### config.mk
export PLATFORM = sky130hd
export DESIGN_NAME = cpu_hotplug_sci
export DESIGN_NICKNAME = d
export VERILOG_FILES = /design/src/rtl/cph_pkg.sv /design/src/rtl/cph_ctrl.sv /design/src/rtl/cph_dp.sv /design/src/rtl/cpu_hotplug_sci.sv
export SDC_FILE = /design/constraint.sdc
export NUM_CORES = 1
export LEC_CHECK = 0
export BUFFER_PORTS_ARGS = -buffer_cell sky130_fd_sc_hd__clkbuf_2
export CORE_ASPECT_RATIO = 2
export CORE_MARGIN = 2
export CORE_UTILIZATION = 49
export DETAILED_ROUTE_END_ITERATION = 12
export PLACE_DENSITY = 0.84
export REMOVE_ABC_BUFFERS = 1
export SYNTH_ARGS = -nofsm -noshare
export SYNTH_HDL_FRONTEND = slang
export SYNTH_SLANG_ARGS = --single-unit
### constraint.sdc
create_clock -name clk -period 2.06 [get_ports clk]
set_clock_uncertainty 0.15 [all_clocks]
set_input_delay 0.412 -clock clk [delete_from_list [all_inputs] [get_ports clk]]
set_output_delay 0.412 -clock clk [all_outputs]
set_load 0.05 [all_outputs]
### src/rtl/cph_pkg.sv
`timescale 1ns/1ps
package cph_pkg;
  localparam int NUM_IDS = 256;
  localparam int MAP_BYTES = NUM_IDS / 8;
  localparam int BIT_W = $clog2(NUM_IDS);
  localparam int BYTE_W = $clog2(MAP_BYTES);
  localparam logic [7:0] HP_MASK = 8'h06;

  typedef enum logic [1:0] {RD_NONE, RD_MAP, RD_STS, RD_EN} rdSel_e;

  typedef struct packed {
    logic              bmSet;
    logic              bmClr;
    logic [BIT_W-1:0]  bitIdx;
    logic              stsSetCpu;
    logic              stsSetPci;
    logic [7:0]        stsClr;
    logic              enWr;
    logic [7:0]        wrData;
    logic              rdStb;
    rdSel_e            rdSel;
    logic [BYTE_W-1:0] rdByte;
  } ctlStrb_t;
endpackage

### src/rtl/cph_ctrl.sv
`timescale 1ns/1ps
module cph_ctrl
  import cph_pkg::*;
#(
  parameter int ADDR_W = 16,
  parameter int ID_W = 9,
  parameter logic [ADDR_W-1:0] WIN_BASE = 16'hAF00,
  parameter logic [ADDR_W-1:0] STS_ADDR = 16'hAF20,
  parameter logic [ADDR_W-1:0] EN_ADDR = 16'hAF21
) (
  input  logic              clk,
  input  logic              rst,
  input  logic [ADDR_W-1:0] ioAddr,
  input  logic              ioRd,
  input  logic              ioWr,
  input  logic [7:0]        ioWdata,
  input  logic              plugReq,
  input  logic              unplugReq,
  input  logic [ID_W-1:0]   reqId,
  input  logic              pciHpReq,
  output ctlStrb_t          strb,
  output logic              idErr
);
  localparam logic [ADDR_W-1:0] WIN_END = WIN_BASE + ADDR_W'(MAP_BYTES);

  logic inWin;
  logic idOk;
  logic reqAny;
  logic [ADDR_W-1:0] winOff;

  always_comb begin
    inWin  = (ioAddr >= WIN_BASE) && (ioAddr < WIN_END);
    winOff = ioAddr - WIN_BASE;
    idOk   = reqId < ID_W'(NUM_IDS);
    reqAny = plugReq || unplugReq;

    strb.bmSet     = plugReq && idOk;
    strb.bmClr     = unplugReq && !plugReq && idOk;
    strb.bitIdx    = BIT_W'(reqId);
    strb.stsSetCpu = reqAny && idOk;
    strb.stsSetPci = pciHpReq;
    strb.stsClr    = (ioWr && ioAddr == STS_ADDR) ? ioWdata : 8'h00;
    strb.enWr      = ioWr && (ioAddr == EN_ADDR);
    strb.wrData    = ioWdata;
    strb.rdStb     = ioRd;
    strb.rdByte    = BYTE_W'(winOff);
    if (inWin)                 strb.rdSel = RD_MAP;
    else if (ioAddr == STS_ADDR) strb.rdSel = RD_STS;
    else if (ioAddr == EN_ADDR)  strb.rdSel = RD_EN;
    else                       strb.rdSel = RD_NONE;
  end

  always_ff @(posedge clk) begin
    if (rst)                 idErr <= 1'b0;
    else if (reqAny && !idOk) idErr <= 1'b1;
  end

  AST_BAD_ID_QUIET: assert property (@(posedge clk) disable iff (rst)
    (reqAny && reqId >= ID_W'(NUM_IDS)) |-> !(strb.bmSet || strb.bmClr || strb.stsSetCpu));
  AST_ERR_STICKY: assert property (@(posedge clk) disable iff (rst)
    idErr |=> idErr);
  AST_BAD_ID_FLAGS: assert property (@(posedge clk) disable iff (rst)
    (reqAny && reqId >= ID_W'(NUM_IDS)) |=> idErr);
endmodule

### src/rtl/cph_dp.sv
`timescale 1ns/1ps
module cph_dp
  import cph_pkg::*;
(
  input  logic               clk,
  input  logic               rst,
  input  ctlStrb_t           strb,
  input  logic [NUM_IDS-1:0] presenceInit,
  input  logic               fixedEvtPending,
  output logic [7:0]         ioRdata,
  output logic               sciOut
);
  logic [NUM_IDS-1:0] bmFlat;
  logic [7:0] sts;
  logic [7:0] en;
  logic [7:0] stsSet;

  for (genvar b = 0; b < NUM_IDS; b++) begin : g_bit
    logic hit;
    assign hit = (strb.bitIdx == BIT_W'(b));
    always_ff @(posedge clk) begin
      if (rst)                     bmFlat[b] <= presenceInit[b];
      else if (strb.bmSet && hit) bmFlat[b] <= 1'b1;
      else if (strb.bmClr && hit) bmFlat[b] <= 1'b0;
    end
  end

  assign stsSet = {5'b0, strb.stsSetCpu, strb.stsSetPci, 1'b0};

  always_ff @(posedge clk) begin
    if (rst) begin
      sts <= 8'h00;
      en  <= 8'h00;
    end else begin
      sts <= (sts & ~strb.stsClr) | stsSet;
      if (strb.enWr) en <= strb.wrData;
    end
  end

  always_ff @(posedge clk) begin
    if (rst) begin
      ioRdata <= 8'h00;
    end else if (strb.rdStb) begin
      case (strb.rdSel)
        RD_MAP:  ioRdata <= bmFlat[strb.rdByte*8 +: 8];
        RD_STS:  ioRdata <= sts;
        RD_EN:   ioRdata <= en;
        default: ioRdata <= 8'h00;
      endcase
    end
  end

  always_ff @(posedge clk) begin
    if (rst) sciOut <= 1'b0;
    else     sciOut <= (|(sts & en & HP_MASK)) || fixedEvtPending;
  end

  AST_PLUG_SETS_BIT: assert property (@(posedge clk) disable iff (rst)
    strb.bmSet |=> bmFlat[$past(strb.bitIdx)]);
  AST_UNPLUG_CLEARS_BIT: assert property (@(posedge clk) disable iff (rst)
    strb.bmClr |=> !bmFlat[$past(strb.bitIdx)]);
  AST_CPU_EVT_LATCH: assert property (@(posedge clk) disable iff (rst)
    strb.stsSetCpu |=> sts[2]);
  AST_PCI_EVT_LATCH: assert property (@(posedge clk) disable iff (rst)
    strb.stsSetPci |=> sts[1]);
  AST_MAP_FROZEN: assert property (@(posedge clk) disable iff (rst)
    !(strb.bmSet || strb.bmClr) |=> $stable(bmFlat));
  AST_SCI_RAISE: assert property (@(posedge clk) disable iff (rst)
    (|(sts & en & HP_MASK)) |=> sciOut);
  AST_SCI_QUIET: assert property (@(posedge clk) disable iff (rst)
    (!(|(sts & en & HP_MASK)) && !fixedEvtPending) |=> !sciOut);
endmodule

### src/rtl/cpu_hotplug_sci.sv
`timescale 1ns/1ps
module cpu_hotplug_sci
  import cph_pkg::*;
(
  input  logic         clk,
  input  logic         rst,
  input  logic [15:0]  ioAddr,
  input  logic         ioRd,
  input  logic         ioWr,
  input  logic [7:0]   ioWdata,
  output logic [7:0]   ioRdata,
  input  logic         plugReq,
  input  logic         unplugReq,
  input  logic [8:0]   reqId,
  input  logic         pciHpReq,
  input  logic         fixedEvtPending,
  input  logic [255:0] presenceInit,
  output logic         sciOut,
  output logic         idErr
);
  ctlStrb_t strb;

  cph_ctrl #(.ADDR_W(16), .ID_W(9)) u_ctrl (
    .clk(clk), .rst(rst), .ioAddr(ioAddr), .ioRd(ioRd), .ioWr(ioWr),
    .ioWdata(ioWdata), .plugReq(plugReq), .unplugReq(unplugReq),
    .reqId(reqId), .pciHpReq(pciHpReq), .strb(strb), .idErr(idErr)
  );

  cph_dp u_dp (
    .clk(clk), .rst(rst), .strb(strb), .presenceInit(presenceInit),
    .fixedEvtPending(fixedEvtPending), .ioRdata(ioRdata), .sciOut(sciOut)
  );
endmodule

==> results.tsv, run 1 <==
metric	value	unit
asr flop ratio synth	0	%
buffer and inverter count on the worst path	0	
design area	0.0201	sq mm
crit path capture	u_dp.ioRdata[1]$_SDFFE_PP0P_	
top routing layer in use	met4	
Critical Path Start	u_dp.bmFlat[17]$_DFFE_PP_	
Pint	10.5	mW
initial antenna violation count	0	
PortBufs	306	
post-DP HPWL	42.9	mm
Peak VDD IR	0.600	mV
FF-to-FF setup slack	0.10	ns
status	complete, no violations	
Synth Register Bits	282	
Overall Power	13.8	mW
WP data required	2.33	ns
Critical Path AT	2.23	ns
Starting Density	49.8	%
fmax	511	MHz
slew of the pin with the lowest slew margin	0.840	ns
Leakage	8.73	nW
Std-Cell Core Area	0.0323	sq mm
drt pass-1 iters	7	
crit-path max cell delay	0.52	ns
die area	0.0344	sq mm
Die X	132	um
Clock Tree Buf Depth	3	
CTS buffer count	25	
max_slew headroom	43.9	%
Max Cap Violations	0	
largest net degree at the start of global routing	155	
area grow syn2layout	25.0	%
RR Startpoint	u_dp.bmFlat[17]$_DFFE_PP_	
Setup Crit Path Kind	reg2reg	
1st-iter DRT viols	1816	
Clk Tree Root Cell	clkbuf_16	
sequential element share of the synthesized area	51.0	%
final period utilization	95.0	%
max-slew violation count	0	
M1 WL	17.3	mm
DRC Markers	0	
Detailed Route WL	56.8	mm
RSZ-0062 raised after global routing	no	
gr usage total	32.6	%
pre-CTS setup slack	-0.276	ns
clk slew on worst S/H paths	0.07	ns
Antenna diodes	0	
hold crit path type	in2reg	
vias in the first global route	14100	
Mapped Cells	1367	
Mapped Avg Cell Area	11.8	sq um
RePlAce Congestion	0.979	
crit-path max FO	1	
sw frac	24.1	%
met2 WL	28.4	mm
via-per-instance ratio	6.49	
Net Switching	3.33	mW
synthesized cell area	0.0161	sq mm
Final nets	2008	
crit-path cells	mux4_2 > nor2b_1 > a211o_1 > a31oi_1 > o21ai_1	
post-synthesis cell type count	47	
fin worst setup slack	0.103	ns
Core Rows	93	
top_reg_cell synth	edfxtp_1	
H-Tree Depth	1	
Gate power share	15.1	%
Final Hold Viols	0	
P per Cell Area	685	mW/mm^2
Levels on crit path	5	
fin crit period	1.96	ns
clock sink total	282	
met3 WL	4.68	mm
die height	260	um
Worst Reg-to-Reg Cells	5	
Sequential Power Share	49.9	%
Placed Area	0.0191	sq mm
Vias	14000	
DR WL/cell	26.3	um
global-route wire length before repair	83.6	mm
Final setup violation count	0	
Clk network pwr share	35.0	%
global route overflow	0	
Worst-Skew Late Latency	0.54	ns
crit path max-delay cell type	edfxtp_1	
Top delay family on crit path	flip-flops	
share of cells above drive strength 1	32.3	%
remaining antenna violation count	0	
Synthesis Warnings	0	
reg-to-reg endpoint	u_dp.ioRdata[1]$_SDFFE_PP0P_	
CP Launch Type	register	
Critical Path End Type	register	
EDFF count, synth	256	
boundary pin count	307	
CTS tree	built	
how the worst min path moves through the flow:
stage / start / to / cells past startpoint
final: presenceInit[8] / u_dp.bmFlat[8]$_DFFE_PP_ / 3
after CTS: presenceInit[48] / u_dp.bmFlat[48]$_DFFE_PP_ / 3
after global placement: u_dp.sts[6]$_SDFF_PP0_ / u_dp.sts[6]$_SDFF_PP0_ / 2
after global routing: presenceInit[36] / u_dp.bmFlat[36]$_DFFE_PP_ / 3
after floorplan: u_dp.sts[0]$_SDFF_PP0_ / u_dp.sts[0]$_SDFF_PP0_ / 2
after detailed placement: u_dp.sts[3]$_SDFF_PP0_ / u_dp.sts[3]$_SDFF_PP0_ / 2
final cells by class:
| class | instances | area (sq um) |
|---|---|---|
| fill | 2546 | 12200 |
| sequential | 282 | 8210 |
| multi-input combinational | 929 | 7250 |
| timing repair buffer | 469 | 3300 |
| clock buffer | 38 | 704 |
| tap | 427 | 534 |
| clock inverter | 8 | 120 |
| inverter | 4 | 15.0 |
per-stage QoR:
step / util [%] / cells / hold WS, ns / setup TNS, ns
2_1_floorplan: - / 1215 / 0.275 / -58.76
3_5_place_dp: 59.0 / 2090 / 0.295 / -6.89
3_3_place_gp: 59.0 / 2090 / 0.284 / -4.76
5_1_grt: 62.2 / 2157 / 0.0190 / 0
4_1_cts: 62.2 / 2157 / 0.000351 / 0
6_report: 62.2 / 2157 / 0.00439 / 0
worst reg2reg max path: stages (launching register included):
cell and delay [ns]:
edfxtp_1 0.52, mux4_2 0.51, nor2b_1 0.15, a211o_1 0.30, a31oi_1 0.13, o21ai_1 0.08
kinds of logic after synthesis:
| kind of cell | after synthesis | share of synthesized area (%) |
|---|---|---|
| buf+inv | 156 | 4.32 |
| mux | 96 | 10.9 |
| simple gates | 263 | 7.73 |
| flops | 282 | 51.0 |
| compound gates | 570 | 26.1 |
layout by cell type (no fill, tap or decap), drive strengths merged, types with 7 or more instances in the layout:
cell type,count
clkbuf,342
edfxtp,256
a21o,208
a22o,160
buf,144
nand2,128
o21ai,105
mux4,59
nor2,55
o21bai,48
mux2i,35
dfxtp,26
a22oi,21
dlygate4sd3,21
nor2b,18
nor3,18
nand2b,13
nand3,13
a21oi,10
a211oi,7
repair_timing:
action	in CTS	in global routing
endpoints found under the hold margin	27	0
endpoints found under the setup margin	0	0
buffers inserted	0	0
hold buffers	21	0
gates resized for setup	0	0
synth_stat cells, types with 2 or more instances:
library cell,count,share of area [%]
nand4_1,2,0.078
nor3b_2,2,0.16
nor2b_1,18,0.70
a21o_1,208,9.7
a211oi_1,7,0.33
a221oi_1,6,0.33
mux2_2,2,0.14
nand2_1,128,3.0
clkbuf_1,119,2.8
nor4_1,2,0.078
a311oi_1,2,0.11
mux4_2,46,6.4
dfxtp_1,26,3.2
mux2i_1,35,2.2
o21bai_1,48,2.2
nor3_2,4,0.25
nor3_1,14,0.44
inv_1,4,0.093
a22o_1,160,8.7
nand3_1,12,0.37
nand2b_1,13,0.51
o21ai_0,94,2.9
mux4_1,13,2.1
a22oi_1,21,0.98
o21ai_1,11,0.34
buf_8,3,0.28
edfxtp_1,256,48
nor2_1,55,1.3
buf_2,26,0.81
and2_1,3,0.12
a21oi_1,10,0.31
buf_12,2,0.25
flip-flops by register name (all words and copies together), names as in the netlist:
register      flops
u_dp.bmFlat     256
u_dp.en           8
u_dp.ioRdata      8
u_dp.sts          8
u_ctrl.idErr      1
u_dp.sciOut       1
power groups by stage:
stage	combinational, mW	sequential, mW	clock, mW
finish	2.08	6.88	4.83
floorplan	0.921	6.89	0
detailed placement	2.00	6.99	0
global placement	1.94	6.98	0
CTS	2.04	6.87	4.85
global route	2.20	6.89	5.03
per-layer routing:
metal	global-route usage, %	vias to the layer above
li1	-	6020
met1	34.5	6642
met2	56.3	1048
met3	3.83	284
met4	30.3	0
met5	0	-
Power figures use the tool's default switching activity.
==> inputs of run 2 (changes only) <==
--- a/config.mk
+++ b/config.mk
@@ -10,7 +10,7 @@
 export CORE_MARGIN = 2
 export CORE_UTILIZATION = 49
 export DETAILED_ROUTE_END_ITERATION = 12
-export PLACE_DENSITY = 0.84
+export PLACE_DENSITY = 0.72
 export REMOVE_ABC_BUFFERS = 1
 export SYNTH_ARGS = -nofsm -noshare
 export SYNTH_HDL_FRONTEND = slang
==> constraint.sdc (replaced) <==
create_clock -name clk -period 2.5 [get_ports clk]
set_clock_uncertainty 0.15 [all_clocks]
set_input_delay 0.5 -clock clk [delete_from_list [all_inputs] [get_ports clk]]
set_output_delay 0.5 -clock clk [all_outputs]
set_load 0.05 [all_outputs]
==> run 2 against run 1 <==
Compared with the run above: register-to-register slack improved by 0.53 ns; sequential power decreased by 18%; design area decreased by 3.5%; core utilization decreased by 2.2 points; hold slack improved by 0.013 ns; critical path depth increased by 2.
==> results.tsv, run 2 (same netlist as run 1, synthesis figures left out) <==
metric	value	unit	change
drt pass-1 iters	6		was 7
crit-path cells	buf_4 > buf_12 > mux4_1 > a22oi_1 > nand2_1 > a22oi_1 > o21ai_1		was mux4_2 > nor2b_1 > a211o_1 > a31oi_1 > o21ai_1
Vias	13500		was 14000
sw frac	23.9	%	was 24.1%
Net Switching	2.73	mW	was 3.33 mW
CP Launch Type	primary input		was register
Worst-Skew Late Latency	0.55	ns	was 0.54 ns
Final nets	1947		was 2008
gr usage total	31.3	%	was 32.6%
Starting Density	49.8	%	unchanged
crit path max-delay cell type	mux4_1		was edfxtp_1
Sequential Area	0.00821	sq mm	unchanged
boundary pin count	307		unchanged
clk slew on worst S/H paths	0.06	ns	was 0.07 ns
global-route wire length before repair	80.2	mm	was 83.6 mm
hold crit path type	in2reg		unchanged
Peak VDD IR	0.520	mV	was 0.600 mV
clock sink total	282		unchanged
largest net degree at the start of global routing	123		was 155
Critical Path End Type	register		unchanged
Pint	8.72	mW	was 10.5 mW
Detailed Route WL	55.4	mm	was 56.8 mm
slew of the pin with the lowest slew margin	0.911	ns	was 0.840 ns
die height	260	um	unchanged
DR WL/cell	26.4	um	was 26.3 um
Worst Reg-to-Reg Cells	5		unchanged
Clock Tree Buf Depth	3		unchanged
remaining antenna violation count	0		unchanged
Leakage	8.42	nW	was 8.73 nW
Final Hold Viols	0		unchanged
Clk Tree Root Cell	clkbuf_16		unchanged
most frequent cells in the layout	clkbuf_2, edfxtp_1, a21o_1, a22o_1, nand2_1		unchanged
fillers	2743		was 2546
Most Frequent Cell on Critical Path	a22oi_1		
footprint of the multi-input gates	0.00726	sq mm	was 0.00725 sq mm
1st-iter DRT viols	1661		was 1816
final period utilization	79.2	%	
CTS buffer count	26		was 25
Core Rows	93		unchanged
area grow syn2layout	20.6	%	was 25.0%
Std-Cell Core Area	0.0323	sq mm	unchanged
DRC Markers	0		unchanged
Sequential Power Share	49.5	%	was 49.9%
via-per-instance ratio	6.44		was 6.49
Die X	132	um	unchanged
fin crit period	1.98	ns	
vias in the first global route	13500		was 14100
most flop-heavy register	u_dp.bmFlat		unchanged
P per Cell Area	589	mW/mm^2	was 685 mW/mm^2
global route overflow	0		unchanged
Gate power share	14.1	%	was 15.1%
WHS Path Cells	2		was 3
Final setup violation count	0		unchanged
Critical Path AT	2.25	ns	was 2.23 ns
most common cell after layout, fill and taps aside	clkbuf_2		unchanged
RePlAce Congestion	0.941		was 0.979
max reg flops	256		unchanged
die area	0.0344	sq mm	unchanged
WP data required	2.77	ns	was 2.33 ns
crit-path max cell delay	0.59	ns	was 0.52 ns
initial antenna violation count	5		was 0
Setup Crit Path Kind	in2reg		was reg2reg
fin worst setup slack	0.520	ns	was 0.103 ns
max-slew violation count	0		unchanged
H-Tree Depth	1		unchanged
Max Cap Violations	0		unchanged
pre-CTS setup slack	-0.0102	ns	was -0.276 ns
status	complete, no violations		unchanged
RSZ-0062 raised after global routing	no		unchanged
Clk network pwr share	36.4	%	was 35.0%
Overall Power	11.4	mW	was 13.8 mW
PortBufs	306		unchanged
fmax	505	MHz	
crit-path max FO	26		was 1
max_slew headroom	39.1	%	was 43.9%
post-DP HPWL	40.8	mm	was 42.9 mm
CTS tree	built		unchanged
share of cells above drive strength 1	30.9	%	was 32.3%
## run 2: changes by cell type in the layout (fill, tap and decap cells not counted), sizes merged
cell,before,now
buf,144,100
clkbuf,342,343
diode,0,6
dlygate4sd3,21,3
inv,5,4
## run 2: final cells by class
cell class | count | area share [%]
Clock buffer | 39 | 3.92
Timing Repair Buffer | 407 | 13.0
Clock inverter | 7 | 0.573
Inverter | 4 | 0.0773
Multi-Input combinational cell | 929 | 37.4
Tap cell | 427 | 2.75
Sequential cell | 282 | 42.3
Antenna cell | 6 | 0.0773
## run 2: worst paths after layout
path                             endpoint                       from  slack, ns
max          u_dp.ioRdata[2]$_SDFFE_PP0P_                  ioAddr[0]       0.52
min                u_dp.sts[2]$_SDFF_PP0_                 ioWdata[2]       0.02
max reg2reg  u_dp.ioRdata[2]$_SDFFE_PP0P_   u_dp.bmFlat[2]$_DFFE_PP_       0.63
min reg2reg     u_ctrl.idErr$_SDFFE_PP0P_  u_ctrl.idErr$_SDFFE_PP0P_       0.30
## run 2: what timing repair did
item                      4_1_cts  5_1_grt
gates resized for setup         0        0
buffers inserted                0        0
hold endpoints to repair        3        0
hold buffers                    3        0
## run 2: layer usage
metal  vias to the layer above  wire [um]  GRT usage [%]
met4                         0       4320           22.0
met2                       831      28800           55.7
met5                         -          0              0
met3                       213       4340           4.00
li1                       5886          -              -
met1                      6602      18000           34.6
## run 2: worst max-delay path, delay by kind of cell
kind	cells	cell delay [ns]
buffers and inverters	2	0.49
AOI/OAI and AO/OA	3	0.50
and+or+nand+nor	1	0.15
muxes	1	0.59
## run 2: through the flow
| stage | hold WS, ns | TNS [ns] | cells | utilization, % | cell area, sq um |
|---|---|---|---|---|---|
| 6_report | 0.0169 | 0 | 2101 | 60.0 | 19400 |
| 5_1_grt | 0.0145 | 0 | 2100 | 60.0 | 19400 |
| 4_1_cts | 0.00169 | 0 | 2095 | 60.0 | 19400 |
| 3_5_place_dp | 0.294 | -0.0102 | 2046 | 57.2 | 18500 |
| 3_3_place_gp | 0.283 | -0.0148 | 2046 | 57.2 | 18500 |
| 2_1_floorplan | 0.275 | -10.32 | 1215 | - | 15400 |
## run 2: power by group through the flow
| stage | Sequential [mW] | Clock [mW] | Combinational, mW |
|---|---|---|---|
| global placement | 5.75 | 0 | 1.55 |
| finish | 5.67 | 4.16 | 1.62 |
| CTS | 5.66 | 4.17 | 1.60 |
| detailed placement | 5.76 | 0 | 1.59 |
| global route | 5.68 | 4.33 | 1.71 |
| floorplan | 5.67 | 0 | 0.759 |
==> inputs of run 3 (changes only) <==
--- a/config.mk
+++ b/config.mk
@@ -5,6 +5,7 @@
 export SDC_FILE = /design/constraint.sdc
 export NUM_CORES = 1
 export LEC_CHECK = 0
+export ABC_AREA = 1
 export BUFFER_PORTS_ARGS = -buffer_cell sky130_fd_sc_hd__clkbuf_2
 export CORE_ASPECT_RATIO = 2
 export CORE_MARGIN = 2
==> constraint.sdc (replaced) <==
create_clock -name clk -period 1.9 [get_ports clk]
set_clock_uncertainty 0.15 [all_clocks]
set_input_delay 0.38 -clock clk [delete_from_list [all_inputs] [get_ports clk]]
set_output_delay 0.38 -clock clk [all_outputs]
set_load 0.05 [all_outputs]
==> run 3 against run 2 <==
Compared with the run above: worst setup slack got worse by 0.47 ns; critical path type unchanged; sequential power grew 31%; global-route usage is 3.7 points higher; die area increased by 4.4%; largest power group unchanged.
==> results.tsv, run 3 <==
metric	value	unit	change
Leakage	8.96	nW	was 8.42 nW
Max Cap Violations	0		unchanged
largest net degree at the start of global routing	116		was 123
PortBufs	306		unchanged
most frequent cells in the layout	nand2_1, o21ai_0, clkbuf_2, edfxtp_1, nand3_1		was clkbuf_2, edfxtp_1, a21o_1, a22o_1, nand2_1
Setup Crit Path Kind	in2reg		unchanged
CP Launch Type	primary input		unchanged
placed insts	2907		was 2046
synth top area cells	edfxtp_1, nand2_1, o21ai_0		was edfxtp_1, a21o_1, a22o_1
vias in the first global route	18500		was 13500
hold crit path type	in2reg		unchanged
Final setup violation count	0		unchanged
asr flop ratio synth	0	%	unchanged
Peak VDD IR	0.653	mV	was 0.520 mV
Post-Layout Cell Count	3170		was 2101
global route overflow	0		unchanged
RR Startpoint	u_dp.bmFlat[72]$_DFFE_PP_		was u_dp.bmFlat[2]$_DFFE_PP_
Starting Density	49.3	%	was 49.8%
DR WL/cell	20.3	um	was 26.4 um
Worst-Skew Late Latency	0.58	ns	was 0.55 ns
CTS tree	built		unchanged
pre-CTS setup slack	-0.188	ns	was -0.0102 ns
utilization after layout	66.3	%	was 60.0%
CTS buffer count	27		was 26
fin worst setup slack	0.0458	ns	was 0.520 ns
EDFF count, synth	256		unchanged
Core Rows	96		was 93
biggest area consumer among synthesized cells	edfxtp_1		unchanged
die area	0.0359	sq mm	was 0.0344 sq mm
boundary pin count	307		unchanged
global-route wire length before repair	96.7	mm	was 80.2 mm
most flop-heavy register	u_dp.bmFlat		unchanged
via-per-instance ratio	5.91		was 6.44
RePlAce Congestion	0.911		was 0.941
worst hold slack	0.00136	ns	was 0.0169 ns
count leader, synth	nand2_1		was edfxtp_1
Worst Min Path Start	presenceInit[93]		was ioWdata[2]
RSZ-0062 raised after global routing	no		unchanged
Mapped Avg Cell Area	7.51	sq um	was 11.8 sq um
sequential element share of the synthesized area	48.8	%	was 51.0%
DRC Markers	0		unchanged
remaining antenna violation count	0		unchanged
die height	266	um	was 260 um
Die X	135	um	was 132 um
post-synth top area share	45.7	%	was 47.7%
H-Tree Depth	1		unchanged
share of cells above drive strength 1	18.2	%	was 30.9%
Final nets	3002		was 1947
top_reg_cell synth	edfxtp_1		unchanged
max-slew violation count	0		unchanged
synth cell count leaders	nand2_1, o21ai_0, edfxtp_1		was edfxtp_1, a21o_1, a22o_1
Std-Cell Core Area	0.0341	sq mm	was 0.0323 sq mm
Clk Tree Root Cell	clkbuf_16		unchanged
drt pass-1 iters	6		unchanged
Vias	18700		was 13500
fin crit period	1.85	ns	
post-synthesis cell type count	27		was 47
clk slew on worst S/H paths	0.06	ns	about the same
Synthesis Warnings	0		unchanged
1st-iter DRT viols	2294		was 1661
final period utilization	97.6	%	
clock sink total	282		unchanged
Critical Path AT	1.96	ns	was 2.25 ns
most common cell after layout, fill and taps aside	nand2_1		was clkbuf_2
Final Hold Viols	0		unchanged
setup TNS	0	ns	unchanged
Detailed Route WL	64.4	mm	was 55.4 mm
Synth Register Bits	282		unchanged
Mapped Cells	2239		was 1367
post-CTS sizing	0		unchanged
Critical Path End Type	register		unchanged
WP data required	2.00	ns	was 2.77 ns
max_slew headroom	69.2	%	was 39.1%
area grow syn2layout	34.5	%	was 20.6%
fmax	539	MHz	
post-DP HPWL	42.5	mm	was 40.8 mm
Critical Path Start	reqId[8]		was ioAddr[0]
slew of the pin with the lowest slew margin	0.462	ns	was 0.911 ns
crit-path max FO	62		was 26
status	complete, no violations		unchanged
max reg flops	256		unchanged
initial antenna violation count	3		was 5
P per Cell Area	706	mW/mm^2	was 589 mW/mm^2
gr usage total	35.0	%	was 31.3%
synthesized cell area	0.0168	sq mm	was 0.0161 sq mm
Clock Tree Buf Depth	3		unchanged
fillers	2718		was 2743
## run 3: changes by cell type in the layout (fill, tap and decap cells not counted), moves of 159 or more
cell           change
nand2_1          +733
o21ai_0          +431
nand3_1          +213
a21o_1           -208
dlygate4sd3_1    +207
a22o_1           -159
## run 3: cells by family (layout without fill, tap and decap cells)
group	Yosys count	in the layout	synth area share, %
simple gates	1154	1154	27.8
buf+inv	248	735	6.72
flops	282	282	48.8
compound gates	555	555	16.7
other cells	0	3	0
## run 3: through the flow
step,instance area [sq um],total power [mW]
2_1_floorplan,15900,8.48
3_3_place_gp,19600,9.73
3_5_place_dp,19600,9.79
4_1_cts,22600,15.9
5_1_grt,22600,16.4
6_report,22600,16.0
## run 3: power by group
group	internal, mW	switching, mW	total, mW	leakage [nW]
combinational	1.11	1.53	2.65	5.82
sequential	7.27	0.170	7.44	2.68
clock	3.36	2.52	5.88	0.468
## run 3: worst max-delay path, stage by stage
cell	delay (ns)
dlygate4sd3_1	0.54
clkbuf_2	0.12
inv_1	0.16
o21ai_4	0.09
buf_12	0.16
buf_12	0.18
o21ai_0	0.29
## run 3: worst paths after layout
kind	to	slack, ns	cells after the start
worst max-delay path	u_dp.bmFlat[99]$_DFFE_PP_	0.05	7
worst min-delay path	u_dp.bmFlat[93]$_DFFE_PP_	0.001	3
worst max register to register	u_dp.ioRdata[0]$_SDFFE_PP0P_	0.35	10
worst min register to register	u_dp.sts[3]$_SDFF_PP0_	0.30	2
## run 3: what timing repair did
action | in CTS | in global routing
endpoints found under the hold margin | 215 | 0
endpoints found under the setup margin | 0 | 0
setup buffers | 0 | 0
hold buffers | 210 | 0
## run 3: metal layers
metal	vias to the layer above	wire length, um	global-route usage, %	share of wire (%)
li1	8532	-	-	-
met1	8610	21100	38.0	33
met2	1245	31900	60.5	50
met3	334	5460	4.57	8.5
met4	0	5900	28.1	9.2
met5	-	0	0	0
## run 3: cell type report
cell class,count,area [sq um],share of cell area (%)
Clock inverter,13,173,0.763
Tap cell,441,552,2.44
Multi-Input combinational cell,1709,7510,33.2
Clock buffer,37,763,3.37
Inverter,44,175,0.774
Antenna cell,3,7.51,0.0332
Timing Repair Buffer,641,5230,23.1
Sequential cell,282,8210,36.3
